File: src/rtl/gk_pkg.sv
package gk_pkg;
  typedef enum logic [2:0] {
    GK_IDLE,
    GK_ARB,
    GK_PROBE,
    GK_TEST,
    GK_COMMIT,
    GK_BACK
  } gk_state_t;
endpackage

File: src/rtl/gk_backoff.sv
module gk_backoff #(
  parameter int BO_W = 8
) (
  input  logic            clk,
  input  logic            rst,
  input  logic            load,
  input  logic [BO_W-1:0] span,
  output logic            expired
);
  logic [BO_W-1:0] cnt;

  always_ff @(posedge clk) begin
    if (rst) cnt <= '0;
    else if (load) cnt <= span;
    else if (cnt != '0) cnt <= cnt - 1'b1;
  end

  assign expired = (cnt == '0);

  // a non-zero count decreases by exactly one per cycle unless reloaded
  a_r6_count_steps: assert property (@(posedge clk) disable iff (rst)
    (!load && cnt != '0) |=> (cnt == $past(cnt) - 1'b1));
endmodule

File: src/rtl/gk_post_buf.sv
module gk_post_buf #(
  parameter int ADDR_W = 4,
  parameter int DATA_W = 16
) (
  input  logic              clk,
  input  logic              rst,
  input  logic              push,
  input  logic [ADDR_W-1:0] push_addr,
  input  logic [DATA_W-1:0] push_data,
  input  logic              pop,
  output logic              valid,
  output logic [ADDR_W-1:0] addr,
  output logic [DATA_W-1:0] data
);
  always_ff @(posedge clk) begin
    if (rst) begin
      valid <= 1'b0;
      addr  <= '0;
      data  <= '0;
    end else begin
      if (push) begin
        valid <= 1'b1;
        addr  <= push_addr;
        data  <= push_data;
      end else if (pop) begin
        valid <= 1'b0;
      end
    end
  end

  // a single entry never takes a second push
  a_r3_no_overwrite: assert property (@(posedge clk) disable iff (rst)
    push |-> !valid);
  // an accepted push is held until popped
  a_r2_push_lands: assert property (@(posedge clk) disable iff (rst)
    push |=> valid);
endmodule

File: src/rtl/gk_engine.sv
module gk_engine
  import gk_pkg::*;
#(
  parameter int ADDR_W = 4,
  parameter int DATA_W = 16,
  parameter int BO_W   = 8
) (
  input  logic              clk,
  input  logic              rst,
  input  logic              launch,
  input  logic              launch_we,
  input  logic [ADDR_W-1:0] launch_addr,
  input  logic [DATA_W-1:0] launch_data,
  input  logic [BO_W-1:0]   cfg_backoff,
  output logic              busy,
  output logic              done_wr,
  output logic              done_rd,
  output logic [DATA_W-1:0] rd_data,
  output logic              bus_req,
  input  logic              bus_gnt,
  output logic              mem_en,
  output logic              mem_dwe,
  output logic              mem_fwe,
  output logic              mem_fset,
  output logic [ADDR_W-1:0] mem_addr,
  output logic [DATA_W-1:0] mem_wdata,
  input  logic [DATA_W-1:0] mem_rdata,
  input  logic              mem_rflag
);
  gk_state_t         state;
  logic              op_we;
  logic [ADDR_W-1:0] op_addr;
  logic [DATA_W-1:0] op_data;
  logic              pass;
  logic              bo_load;
  logic              bo_expired;

  // write wants an empty flag, read wants a full one
  assign pass    = op_we ? !mem_rflag : mem_rflag;
  assign bo_load = (state == GK_TEST) && !pass;

  gk_backoff #(.BO_W(BO_W)) u_backoff (
    .clk     (clk),
    .rst     (rst),
    .load    (bo_load),
    .span    (cfg_backoff),
    .expired (bo_expired)
  );

  always_ff @(posedge clk) begin
    if (rst) begin
      state   <= GK_IDLE;
      op_we   <= 1'b0;
      op_addr <= '0;
      op_data <= '0;
      rd_data <= '0;
    end else begin
      case (state)
        GK_IDLE: if (launch) begin
          op_we   <= launch_we;
          op_addr <= launch_addr;
          op_data <= launch_data;
          state   <= GK_ARB;
        end
        GK_ARB:   if (bus_gnt) state <= GK_PROBE;
        GK_PROBE: state <= GK_TEST;
        GK_TEST: begin
          if (pass) begin
            if (!op_we) rd_data <= mem_rdata;
            state <= GK_COMMIT;
          end else begin
            state <= GK_BACK;
          end
        end
        GK_COMMIT: state <= GK_IDLE;
        GK_BACK:   if (bo_expired) state <= GK_ARB;
        default:   state <= GK_IDLE;
      endcase
    end
  end

  always_comb begin
    bus_req   = (state == GK_ARB) || (state == GK_PROBE) ||
                (state == GK_TEST) || (state == GK_COMMIT);
    mem_en    = (state == GK_PROBE) || (state == GK_COMMIT);
    mem_dwe   = (state == GK_COMMIT) && op_we;
    mem_fwe   = (state == GK_COMMIT);
    mem_fset  = op_we;
    mem_addr  = op_addr;
    mem_wdata = op_data;
    done_wr   = (state == GK_COMMIT) && op_we;
    done_rd   = (state == GK_COMMIT) && !op_we;
    busy      = (state != GK_IDLE);
  end

  // memory is touched only under grant
  a_r7_access_needs_grant: assert property (@(posedge clk) disable iff (rst)
    mem_en |-> bus_gnt);
  // request stays up while waiting for the grant
  a_r7_hold_request: assert property (@(posedge clk) disable iff (rst)
    (bus_req && !bus_gnt) |=> bus_req);
  // data is written only after an empty flag was read, and marks full
  a_r4_write_on_empty: assert property (@(posedge clk) disable iff (rst)
    mem_dwe |-> (!$past(mem_rflag) && mem_fset && mem_fwe));
  // a read clears the flag only after it was seen full
  a_r5_read_on_full: assert property (@(posedge clk) disable iff (rst)
    (mem_fwe && !mem_dwe) |-> ($past(mem_rflag) && !mem_fset));
  // a failed check gives the bus back at once
  a_r6_release_after_fail: assert property (@(posedge clk) disable iff (rst)
    bo_load |=> !bus_req);
endmodule

File: src/rtl/shm_gatekeeper.sv
module shm_gatekeeper #(
  parameter int ADDR_W = 4,
  parameter int DATA_W = 16,
  parameter int BO_W   = 8
) (
  input  logic              clk,
  input  logic              rst,
  input  logic [BO_W-1:0]   cfg_backoff,
  input  logic              cpu_req,
  input  logic              cpu_we,
  input  logic [ADDR_W-1:0] cpu_addr,
  input  logic [DATA_W-1:0] cpu_wdata,
  output logic              cpu_wait,
  output logic [DATA_W-1:0] cpu_rdata,
  output logic              bus_req,
  input  logic              bus_gnt,
  output logic              mem_en,
  output logic              mem_dwe,
  output logic              mem_fwe,
  output logic              mem_fset,
  output logic [ADDR_W-1:0] mem_addr,
  output logic [DATA_W-1:0] mem_wdata,
  input  logic [DATA_W-1:0] mem_rdata,
  input  logic              mem_rflag
);
  logic              wb_valid;
  logic [ADDR_W-1:0] wb_addr;
  logic [DATA_W-1:0] wb_data;
  logic              wb_push;
  logic              eng_busy;
  logic              done_wr;
  logic              done_rd;
  logic              rd_ready;
  logic              launch_wr;
  logic              launch_rd;
  logic              launch;
  logic [ADDR_W-1:0] launch_addr;

  assign wb_push     = cpu_req && cpu_we && !wb_valid;
  assign launch_wr   = !eng_busy && wb_valid;
  assign launch_rd   = !eng_busy && !wb_valid && cpu_req && !cpu_we && !rd_ready;
  assign launch      = launch_wr || launch_rd;
  assign launch_addr = launch_wr ? wb_addr : cpu_addr;

  gk_post_buf #(.ADDR_W(ADDR_W), .DATA_W(DATA_W)) u_post (
    .clk       (clk),
    .rst       (rst),
    .push      (wb_push),
    .push_addr (cpu_addr),
    .push_data (cpu_wdata),
    .pop       (done_wr),
    .valid     (wb_valid),
    .addr      (wb_addr),
    .data      (wb_data)
  );

  gk_engine #(.ADDR_W(ADDR_W), .DATA_W(DATA_W), .BO_W(BO_W)) u_engine (
    .clk         (clk),
    .rst         (rst),
    .launch      (launch),
    .launch_we   (launch_wr),
    .launch_addr (launch_addr),
    .launch_data (wb_data),
    .cfg_backoff (cfg_backoff),
    .busy        (eng_busy),
    .done_wr     (done_wr),
    .done_rd     (done_rd),
    .rd_data     (cpu_rdata),
    .bus_req     (bus_req),
    .bus_gnt     (bus_gnt),
    .mem_en      (mem_en),
    .mem_dwe     (mem_dwe),
    .mem_fwe     (mem_fwe),
    .mem_fset    (mem_fset),
    .mem_addr    (mem_addr),
    .mem_wdata   (mem_wdata),
    .mem_rdata   (mem_rdata),
    .mem_rflag   (mem_rflag)
  );

  // read result is presented until the processor takes it
  always_ff @(posedge clk) begin
    if (rst) rd_ready <= 1'b0;
    else if (done_rd) rd_ready <= 1'b1;
    else if (cpu_req && !cpu_we && rd_ready) rd_ready <= 1'b0;
  end

  assign cpu_wait = cpu_req && (wb_valid || (!cpu_we && !rd_ready));

  // the pending write blocks every new request
  a_r3_stall_on_pending: assert property (@(posedge clk) disable iff (rst)
    (cpu_req && wb_valid) |-> cpu_wait);
  // a read is released only once its data was committed
  a_r8_read_release: assert property (@(posedge clk) disable iff (rst)
    (cpu_req && !cpu_we && !cpu_wait) |-> $past(done_rd) || $past(rd_ready));
endmodule

File: config.mk
export PLATFORM = sky130hd
export DESIGN_NAME = shm_gatekeeper
export DESIGN_NICKNAME = d
export VERILOG_FILES = /design/src/rtl/gk_pkg.sv /design/src/rtl/gk_backoff.sv /design/src/rtl/gk_post_buf.sv /design/src/rtl/gk_engine.sv /design/src/rtl/shm_gatekeeper.sv
export SDC_FILE = /design/constraint.sdc
export NUM_CORES = 1
export LEC_CHECK = 0
export BUFFER_PORTS_ARGS = -buffer_cell sky130_fd_sc_hd__buf_4
export CORE_MARGIN = 2
export CORE_UTILIZATION = 50
export DETAILED_ROUTE_END_ITERATION = 12
export PLACE_DENSITY = 0.85
export REMOVE_ABC_BUFFERS = 1
export SLEW_MARGIN = 40
export SYNTH_ARGS = -nofsm -noshare
export SYNTH_HDL_FRONTEND = slang
export SYNTH_SLANG_ARGS = --single-unit
File: constraint.sdc
create_clock -name clk -period 1.72 [get_ports clk]
set_input_delay 0.344 -clock clk [delete_from_list [all_inputs] [get_ports clk]]
set_output_delay 0.344 -clock clk [all_outputs]
set_load 0.005 [all_outputs]
==> results of run 1 <==
==> final timing paths <==
| path | startpoint | endpoint | slack [ns] | depth (start not counted) |
|---|---|---|---|---|
| max | u_engine.state[1]$_SDFFE_PP0P_ | mem_en | 0.09 | 3 |
| min | mem_rdata[1] | u_engine.rd_data[1]$_SDFFE_PP0P_ | 0.25 | 3 |
| max reg2reg | u_engine.u_backoff.cnt[0]$_SDFFE_PP0P_ | u_engine.u_backoff.cnt[3]$_SDFFE_PP0P_ | 0.10 | 6 |
| min reg2reg | u_post.data[3]$_SDFFE_PP0P_ | u_engine.mem_wdata[3]$_SDFFE_PP0P_ | 0.45 | 2 |
==> what timing repair did <==
| action | 4_1_cts | 5_1_grt |
|---|---|---|
| pin swaps | 0 | 1 |
| gates resized for setup | 3 | 4 |
| setup endpoints to repair | 3 | 5 |
==> worst max-delay path: stages, from the launching register on <==
cell	delay, ns
dfxtp_2	0.45
nor2b_1	0.23
o21ba_2	0.18
buf_4	0.10
==> cell families after synthesis <==
group | after synthesis | share of synthesized area, %
simple gates | 141 | 22.47
flops | 70 | 47.22
compound gates | 67 | 13.83
buf+inv | 29 | 6.619
mux | 23 | 7.841
xor+xnor | 4 | 1.181
fa+ha+maj | 2 | 0.8430
==> where the power goes <==
part / switching (mW) / leakage, nW / total, mW / internal (mW)
Combinational: 0.503 / 0.936 / 1.02 / 0.519
Sequential: 0.135 / 0.571 / 1.88 / 1.74
Clock: 0.603 / 0.103 / 1.42 / 0.814
Total: 1.24 / 1.61 / 4.32 / 3.07
==> through the flow <==
step	hold WS (ns)	util, %	cells
2_1_floorplan	0.4086	-	314
3_3_place_gp	0.4367	63.27	489
3_5_place_dp	0.4436	63.27	489
4_1_cts	0.2360	67.00	504
5_1_grt	0.2439	67.13	504
6_report	0.2454	67.13	504
==> final cells by class <==
cell class | instances | area [sq um] | share of cell area [%]
Clock inverter | 5 | 85.08 | 2.179
Sequential cell | 70 | 1405 | 35.99
Clock buffer | 10 | 127.6 | 3.269
Tap cell | 75 | 93.84 | 2.404
Timing Repair Buffer | 100 | 788.3 | 20.19
Multi-Input combinational cell | 237 | 1378 | 35.29
Inverter | 7 | 26.28 | 0.6731
==> per-layer routing <==
metal,vias up,track usage [%],routed length [microns]
li1,1302,-,-
met1,1202,24.13,2829
met2,54,38.43,3468
met3,7,3.556,234
met4,0,8.983,65
met5,-,0,0
==> state kept, by name, indices dropped and copies added (netlist names) <==
signal and count:
u_engine.u_backoff.cnt 8, u_engine.mem_wdata 16, u_engine.state 3, u_engine.mem_fset 1, u_engine.rd_data 16, u_engine.mem_addr 4, u_post.valid 1, u_post.addr 4
rd_ready 1, u_post.data 16
==> cell usage after synthesis (all sizes together) (3+ instances only) <==
cell | number | area, sq um
nand2 | 81 | 304.0
dfxtp | 70 | 1401
a21oi | 47 | 235.2
nor2 | 31 | 116.4
mux2i | 21 | 210.2
clkbuf | 12 | 75.07
buf | 10 | 95.08
a211oi | 9 | 92.59
nor3 | 8 | 56.31
inv | 7 | 26.28
nor3b | 3 | 32.53
o21ai | 3 | 15.01
xnor2 | 3 | 26.28
==> impl_metrics.yaml, run 1 <==
sta:
  worst_slew_pin_slew_ns: 0.4070
  finalCritPeriodShare_pct: 94.62
  drv_slew: 0
  worst_slack_ns: 0.09249
  max_slew_margin_pct: 72.87
  setup_viol: 0
  fmax_mhz: 614.4
  hold_viol_final: 0
  rsz0062_at_grt: "false"
  finalCriticalPeriod_ns: 1.628
  clock-skew-final_ns: 0.006974
  tns_ns: 0
final_layout:
  syn2layout_area_growth_pct: 31.53
  diodes: 0
  final_cell_mix: "buf_4 (97), nand2_1 (81), dfxtp_1 (67), a21oi_1 (47), nor2_1 (31)"
  fillCellCount: 506
  final_nets: 477
  layout-drive-gt1-share_pct: 32.40
  final_area_sq_um: 3904
  final_common_cell: "buf_4"
power_and_ir_drop:
  p_leak_nw: 1.609
  total_power_mw: 4.316
  peakVddDrop_mv: 0.5040
  p_per_area_nw_per_um2: 1106
grt:
  track_usage_pct: 21.07
  grt_pass1_wl_microns: 10840
  antenna_found_initial: 0
  grt_max_degree: 41
  gr-total-overflow: 0
  grt_pass1_vias: 2564
setup_path:
  critPathArrivalTime_ns: 1.28
  required_ns: 1.38
  startpoint_type: "register"
  worstSetupPathType: "reg -> out"
  end_kind: "output pin"
  critical_path_peak_fanout: 8
clock_network:
  post_cts_buffers: 0
  clock_latency_ns: 0.33
  cts_tree: "done"
  cts-buffers-inserted: 9
  cts_buffer_depth: 2
  h-tree-depth: 3
  cts_root_buffer: "clkbuf_8"
  hold_buffers: 0
  clk_pin_slew_ns: 0.07
  cts.sink_count: 70
floorplan:
  rows: 28
  die_x_microns: 81.05
  dieArea_sq_um: 6568
  ioPinCount: 92
  start_util_pct: 51.03
  dieHeight_microns: 81.05
  coreArea_sq_um: 5816
routing:
  first_iter_violations: 109
  detail_route.wl_per_cell_microns: 13.09
  drt-pass1-iter-count: 4
  drc: 0
  vias: 2565
  routed_wl_microns: 6597
  antenna_left: 0
  vias_per_cell: 5.089
run_status:
  status: "finished, final reports clean"
synth:
  yosys_most_used_dff: "dfxtp_1"
  ys_seq_elements: 70
  synth_cell_types: 47
  syn_area_sq_um: 2968
  synth_warnings: 0
  seq_area_frac_synth_pct: 47.22
  synth_enable_flop_cells: 0
  synth.avg_cell_area_sq_um: 8.833
  synth_cells: 336
  synth-async-reset-ratio_pct: 0
min_path:
  hp-class: "in -> reg"
placed_design:
  place_area_sq_um: 3680
  post-dp-hpwl_microns: 4674
  numPortBuffers: 91
  gp_congestion: 0.9320
  dpl_worst_slack_ns: 0.09306
run:
  maxCapViolations: 0
(Power assumes the default switching activity.)
==> inputs of run 2 (changes only) <==
CORE_ASPECT_RATIO = 0.9   (was unset)
==> run 2 against run 1 <==
Effect of this change: hold slack worse by 0.0078 ns; sequential power hardly changed; via count is 1.7% lower; clock skew is 0.0026 ns higher; largest power group unchanged.
==> impl_metrics.yaml, run 2 (synthesis gave the netlist of run 1 again) <==
run_status:
  status: "finished, final reports clean"
grt:
  gr-total-overflow: 0
  grt_pass1_vias: 2419
  grt_pass1_wl_microns: 10980
  track_usage_pct: 20.92
  antenna_found_initial: 0
  grt_max_degree: 28
final_layout:
  final_nets: 477
  syn2layout_area_growth_pct: 30.27
  layout-drive-gt1-share_pct: 32.79
  seq_area_sq_um: 1408
  multi_input_area_sq_um: 1383
  fillCellCount: 469
  diodes: 0
  final_common_cell: "buf_4"
  finalNonFillerCells: 500
  final_cell_mix: "buf_4 (97), nand2_1 (81), dfxtp_1 (67), a21oi_1 (47), nor2_1 (31)"
power_and_ir_drop:
  seq_power_share_pct: 46.0
  combPwrFrac_pct: 25.5
  pwr-share-clk_pct: 28.5
  total_power_mw: 4.077
  p_per_area_nw_per_um2: 1055
  p_int_mw: 2.800
  p_leak_nw: 1.591
  switching_share_pct: 31.31
  switchingPower_mw: 1.277
  peakVddDrop_mv: 0.7524
sta:
  finalCritPeriodShare_pct: 96.21
  worst_slew_pin_slew_ns: 0.4191
  clock-skew-final_ns: 0.009621
  max_slew_margin_pct: 72.06
  setup_viol: 0
  finalCriticalPeriod_ns: 1.655
  drv_slew: 0
  rsz0062_at_grt: "true"
  fmax_mhz: 604.3
  hold_viol_final: 0
placed_design:
  post-dp-hpwl_microns: 4526
  numPortBuffers: 91
  dp.cells: 483
  gp_congestion: 0.8400
clock_network:
  cts.sink_count: 70
  hold_buffers: 0
  clk_pin_slew_ns: 0.08
  cts_root_buffer: "clkbuf_8"
  cts-buffers-inserted: 9
  cts_buffer_depth: 2
  h-tree-depth: 3
  cts_tree: "done"
  clock_latency_ns: 0.35
setup_path:
  critical_path_peak_fanout: 8
  reg2reg_to: "u_engine.u_backoff.cnt[4]$_SDFFE_PP0P_"
  critPathLaunch: "u_engine.state[1]$_SDFFE_PP0P_"
  rrSetupSlack_ns: 0.09
  end_kind: "output pin"
  startpoint_type: "register"
  worstSetupPathType: "reg -> out"
  crit_path_end: "mem_en"
  rr_worst_depth: 6
  critPathArrivalTime_ns: 1.31
  required_ns: 1.38
  r2r-start: "u_engine.u_backoff.cnt[1]$_SDFFE_PP0P_"
floorplan:
  die_x_microns: 85.21
  dieHeight_microns: 77.09
  start_util_pct: 52.13
  dieArea_sq_um: 6569
  rows: 26
  ioPinCount: 92
  coreArea_sq_um: 5693
routing:
  drt-pass1-iter-count: 4
  drc: 0
  routed_wl_microns: 6666
  detail_route.wl_per_cell_microns: 13.33
  first_iter_violations: 197
  vias: 2522
  vias_per_cell: 5.044
  antenna_left: 0
min_path:
  hp-class: "in -> reg"
run:
  maxCapViolations: 0
[run 2: worst min path at each step]
stage | depth (start not counted) | endpoint | slack [ns] | start
final | 3 | u_post.data[10]$_SDFFE_PP0P_ | 0.24 | cpu_wdata[10]
after global routing | 3 | u_post.data[10]$_SDFFE_PP0P_ | 0.23 | cpu_wdata[10]
after CTS | 3 | u_engine.rd_data[12]$_SDFFE_PP0P_ | 0.22 | mem_rdata[12]
after detailed placement | 2 | u_engine.mem_wdata[6]$_SDFFE_PP0P_ | 0.44 | u_post.data[6]$_SDFFE_PP0P_
after global placement | 2 | u_engine.mem_wdata[15]$_SDFFE_PP0P_ | 0.44 | u_post.data[15]$_SDFFE_PP0P_
after floorplan | 1 | u_engine.mem_addr[0]$_SDFFE_PP0P_ | 0.41 | rst
[run 2: per-stage QoR]
stage | utilization [%] | cell area [sq um] | hold WS (ns) | setup WS [ns] | TNS, ns
3_3_place_gp | 64.40 | 3666 | 0.4353 | 0.1431 | 0
4_1_cts | 67.60 | 3849 | 0.2206 | 0.03268 | 0
3_5_place_dp | 64.40 | 3666 | 0.4428 | 0.1049 | 0
2_1_floorplan | - | 2798 | 0.4086 | -0.3174 | -5.078
5_1_grt | 67.91 | 3866 | 0.2262 | -0.03503 | -0.07952
6_report | 67.91 | 3866 | 0.2376 | 0.06519 | 0
[run 2: layout make-up]
| type | count | area share, % |
|---|---|---|
| tap | 70 | 2.265 |
| inverter | 7 | 0.6796 |
| sequential | 70 | 36.41 |
| timing repair buffer | 100 | 20.39 |
| clock buffer | 9 | 3.204 |
| multi-input combinational | 237 | 35.76 |
| clock inverter | 7 | 1.294 |
[run 2: what timing repair did]
| action | in CTS | in global routing |
|---|---|---|
| endpoints found under the setup margin | 3 | 6 |
| setup buffers | 0 | 1 |
| gates resized for setup | 4 | 4 |
[run 2: routing by layer]
metal | GRT usage, % | up-vias | part of all wire [%]
li1 | - | 1305 | -
met1 | 24.85 | 1150 | 42
met4 | 5.714 | 0 | 0.51
met3 | 7.212 | 2 | 5.8
met2 | 35.78 | 65 | 52
met5 | 0 | - | 0
[run 2: power groups by stage]
stage,Clock (mW),Sequential [mW],Combinational [mW]
4_1_cts,1.20,1.87,0.993
5_1_grt,1.27,1.89,1.15
3_5_place_dp,0,1.90,0.986
2_1_floorplan,0,1.88,0.667
3_3_place_gp,0,1.90,0.958
6_report,1.16,1.87,1.04
[run 2: critical path: stages, from the launching register on]
cell and delay [ns]:
dfxtp_2 0.46, nor2b_2 0.25, o21ba_2 0.17, buf_4 0.10
==> inputs of run 3 (changes only) <==
MAX_ROUTING_LAYER = met4   (was unset)
PLACE_DENSITY = 0.89   (was 0.85)
==> run 3 against run 2 <==
Effect of this change: critical path depth up 1; maximum frequency up 0.47%; final area about the same; non-clock buffer count up 1; routed wire length up 4.1%; global-route usage up 1.6 points; critical endpoint unchanged; largest cell class unchanged; largest power group unchanged.
==> impl_metrics.yaml, run 3 (synthesis gave the netlist of run 1 again) <==
sta:
  setup_viol: 0
  finalCritPeriodShare_pct: 95.76
  max_slew_margin_pct: 72.38
  finalCriticalPeriod_ns: 1.647
  rsz0062_at_grt: "false"
  fmax_mhz: 607.1
  clock-skew-final_ns: 0.005466
  hold_viol_final: 0
  worst_slew_pin_slew_ns: 0.4144
  drv_slew: 0
setup_path:
  end_kind: "output pin"
  critPathSlowestCell: "dfxtp_2"
  cp_slowest_stage_delay_ns: 0.44
  rrSetupSlack_ns: 0.12
  r2r-start: "u_engine.u_backoff.cnt[0]$_SDFFE_PP0P_"
  crit_chain: "inv_1 -> nor2_1 -> o21ba_2 -> buf_4"
  required_ns: 1.38
  path_buf_inv: 2
  reg2reg_to: "u_engine.u_backoff.cnt[3]$_SDFFE_PP0P_"
  startpoint_type: "register"
  worstSetupPathType: "reg -> out"
  cp_top_family: "flip-flops"
  critPathArrivalTime_ns: 1.30
  rr_worst_depth: 6
  critical_path_peak_fanout: 8
clock_network:
  cts_root_buffer: "clkbuf_8"
  cts-buffers-inserted: 9
  cts.sink_count: 70
  clk_pin_slew_ns: 0.07
  cts_tree: "done"
  h-tree-depth: 3
  hold_buffers: 0
  clock_latency_ns: 0.33
  cts_buffer_depth: 2
final_layout:
  layout-drive-gt1-share_pct: 32.56
  final_common_cell: "buf_4"
  final_nets: 478
  syn2layout_area_growth_pct: 30.35
  final_cell_mix: "buf_4 (98), nand2_1 (81), dfxtp_1 (67), a21oi_1 (47), nor2_1 (31)"
  fin_util_pct: 67.96
  diodes: 0
floorplan:
  coreArea_sq_um: 5693
  dieArea_sq_um: 6569
  ioPinCount: 92
  rows: 26
  die_x_microns: 85.21
  start_util_pct: 52.13
  dieHeight_microns: 77.09
grt:
  antenna_found_initial: 0
  grt_pass1_vias: 2633
  grt_pass1_wl_microns: 11710
  gr-total-overflow: 0
  track_usage_pct: 22.55
  grt_max_degree: 32
min_path:
  worst_hold_startpoint: "mem_rdata[15]"
  holdPathEnd: "u_engine.rd_data[15]$_SDFFE_PP0P_"
  min_path_cells: 3
  hp-class: "in -> reg"
placed_design:
  numPortBuffers: 91
  post-dp-hpwl_microns: 4957
  gp_congestion: 0.7769
routing:
  drt-pass1-iter-count: 4
  vias: 2594
  vias_per_cell: 5.188
  detail_route.wl_per_cell_microns: 13.88
  drc: 0
  antenna_left: 0
  routed_wl_microns: 6938
  first_iter_violations: 121
run_status:
  status: "finished, final reports clean"
power_and_ir_drop:
  p_per_area_nw_per_um2: 1059
  p_leak_nw: 1.600
  total_power_mw: 4.099
  peakVddDrop_mv: 0.7800
run:
  maxCapViolations: 0
## run 3: worst max path at each step
stage / cells after the start / endpoint / start / slack, ns
CTS: 6 / u_engine.u_backoff.cnt[3]$_SDFFE_PP0P_ / u_engine.u_backoff.cnt[0]$_SDFFE_PP0P_ / 0.04
global placement: 6 / u_engine.u_backoff.cnt[3]$_SDFFE_PP0P_ / u_engine.u_backoff.cnt[0]$_SDFFE_PP0P_ / 0.15
global route: 3 / mem_en / u_engine.state[1]$_SDFFE_PP0P_ / 0.008
detailed placement: 6 / u_engine.u_backoff.cnt[3]$_SDFFE_PP0P_ / u_engine.u_backoff.cnt[0]$_SDFFE_PP0P_ / 0.05
finish: 4 / mem_en / u_engine.state[2]$_SDFFE_PP0P_ / 0.07
floorplan: 4 / u_engine.rd_data[0]$_SDFFE_PP0P_ / u_engine.state[0]$_SDFFE_PP0P_ / -0.32
## run 3: final cells by class
type	instances	area (sq um)
Fill cell	459	1824
Sequential cell	70	1405
Multi-Input combinational cell	237	1386
Timing Repair Buffer	101	795.8
Clock buffer	14	162.7
Tap cell	70	87.58
Inverter	7	26.28
Clock inverter	1	5.005
## run 3: metal layers
metal / GRT usage [%] / vias to the layer above / part of all wire, %
li1: - / 1303 / -
met5: - / - / 0
met1: 24.51 / 1207 / 40
met2: 39.84 / 74 / 53
met3: 6.351 / 10 / 5.8
met4: 6.667 / 0 / 1.3
## run 3: timing repair
item	CTS	global route
gates cloned	0	0
hold endpoints to repair	0	0
gates resized for setup	3	6
pin swaps	0	0
endpoints found under the setup margin	3	5
buffers inserted	0	1
## run 3: worst register-to-register path: stages (launching register included)
cell and delay, ns:
dfxtp_1 0.35, inv_2 0.10, ha_2 0.19, or4b_4 0.49
o21ai_1 0.13, mux2_2 0.15, a211oi_1 0.06
## run 3: power breakdown
group / switching, mW / internal [mW] / leakage (nW) / total [mW]
combinational: 0.519 / 0.554 / 0.943 / 1.07
clock: 0.545 / 0.594 / 0.0865 / 1.14
sequential: 0.144 / 1.74 / 0.571 / 1.89
total: 1.21 / 2.89 / 1.60 / 4.10
## run 3: metrics by stage
stage                     setup WS, ns  area [sq um]  hold WS (ns)  TNS, ns  std cells
final                          0.07292          3869        0.2522        0        500
after global routing          0.008397          3869        0.2424        0        500
after CTS                      0.04460          3845        0.2375        0        499
after detailed placement       0.04582          3674        0.4454        0        484
after global placement          0.1508          3674        0.4360        0        484
after floorplan                -0.3174          2798        0.4086   -5.078        314
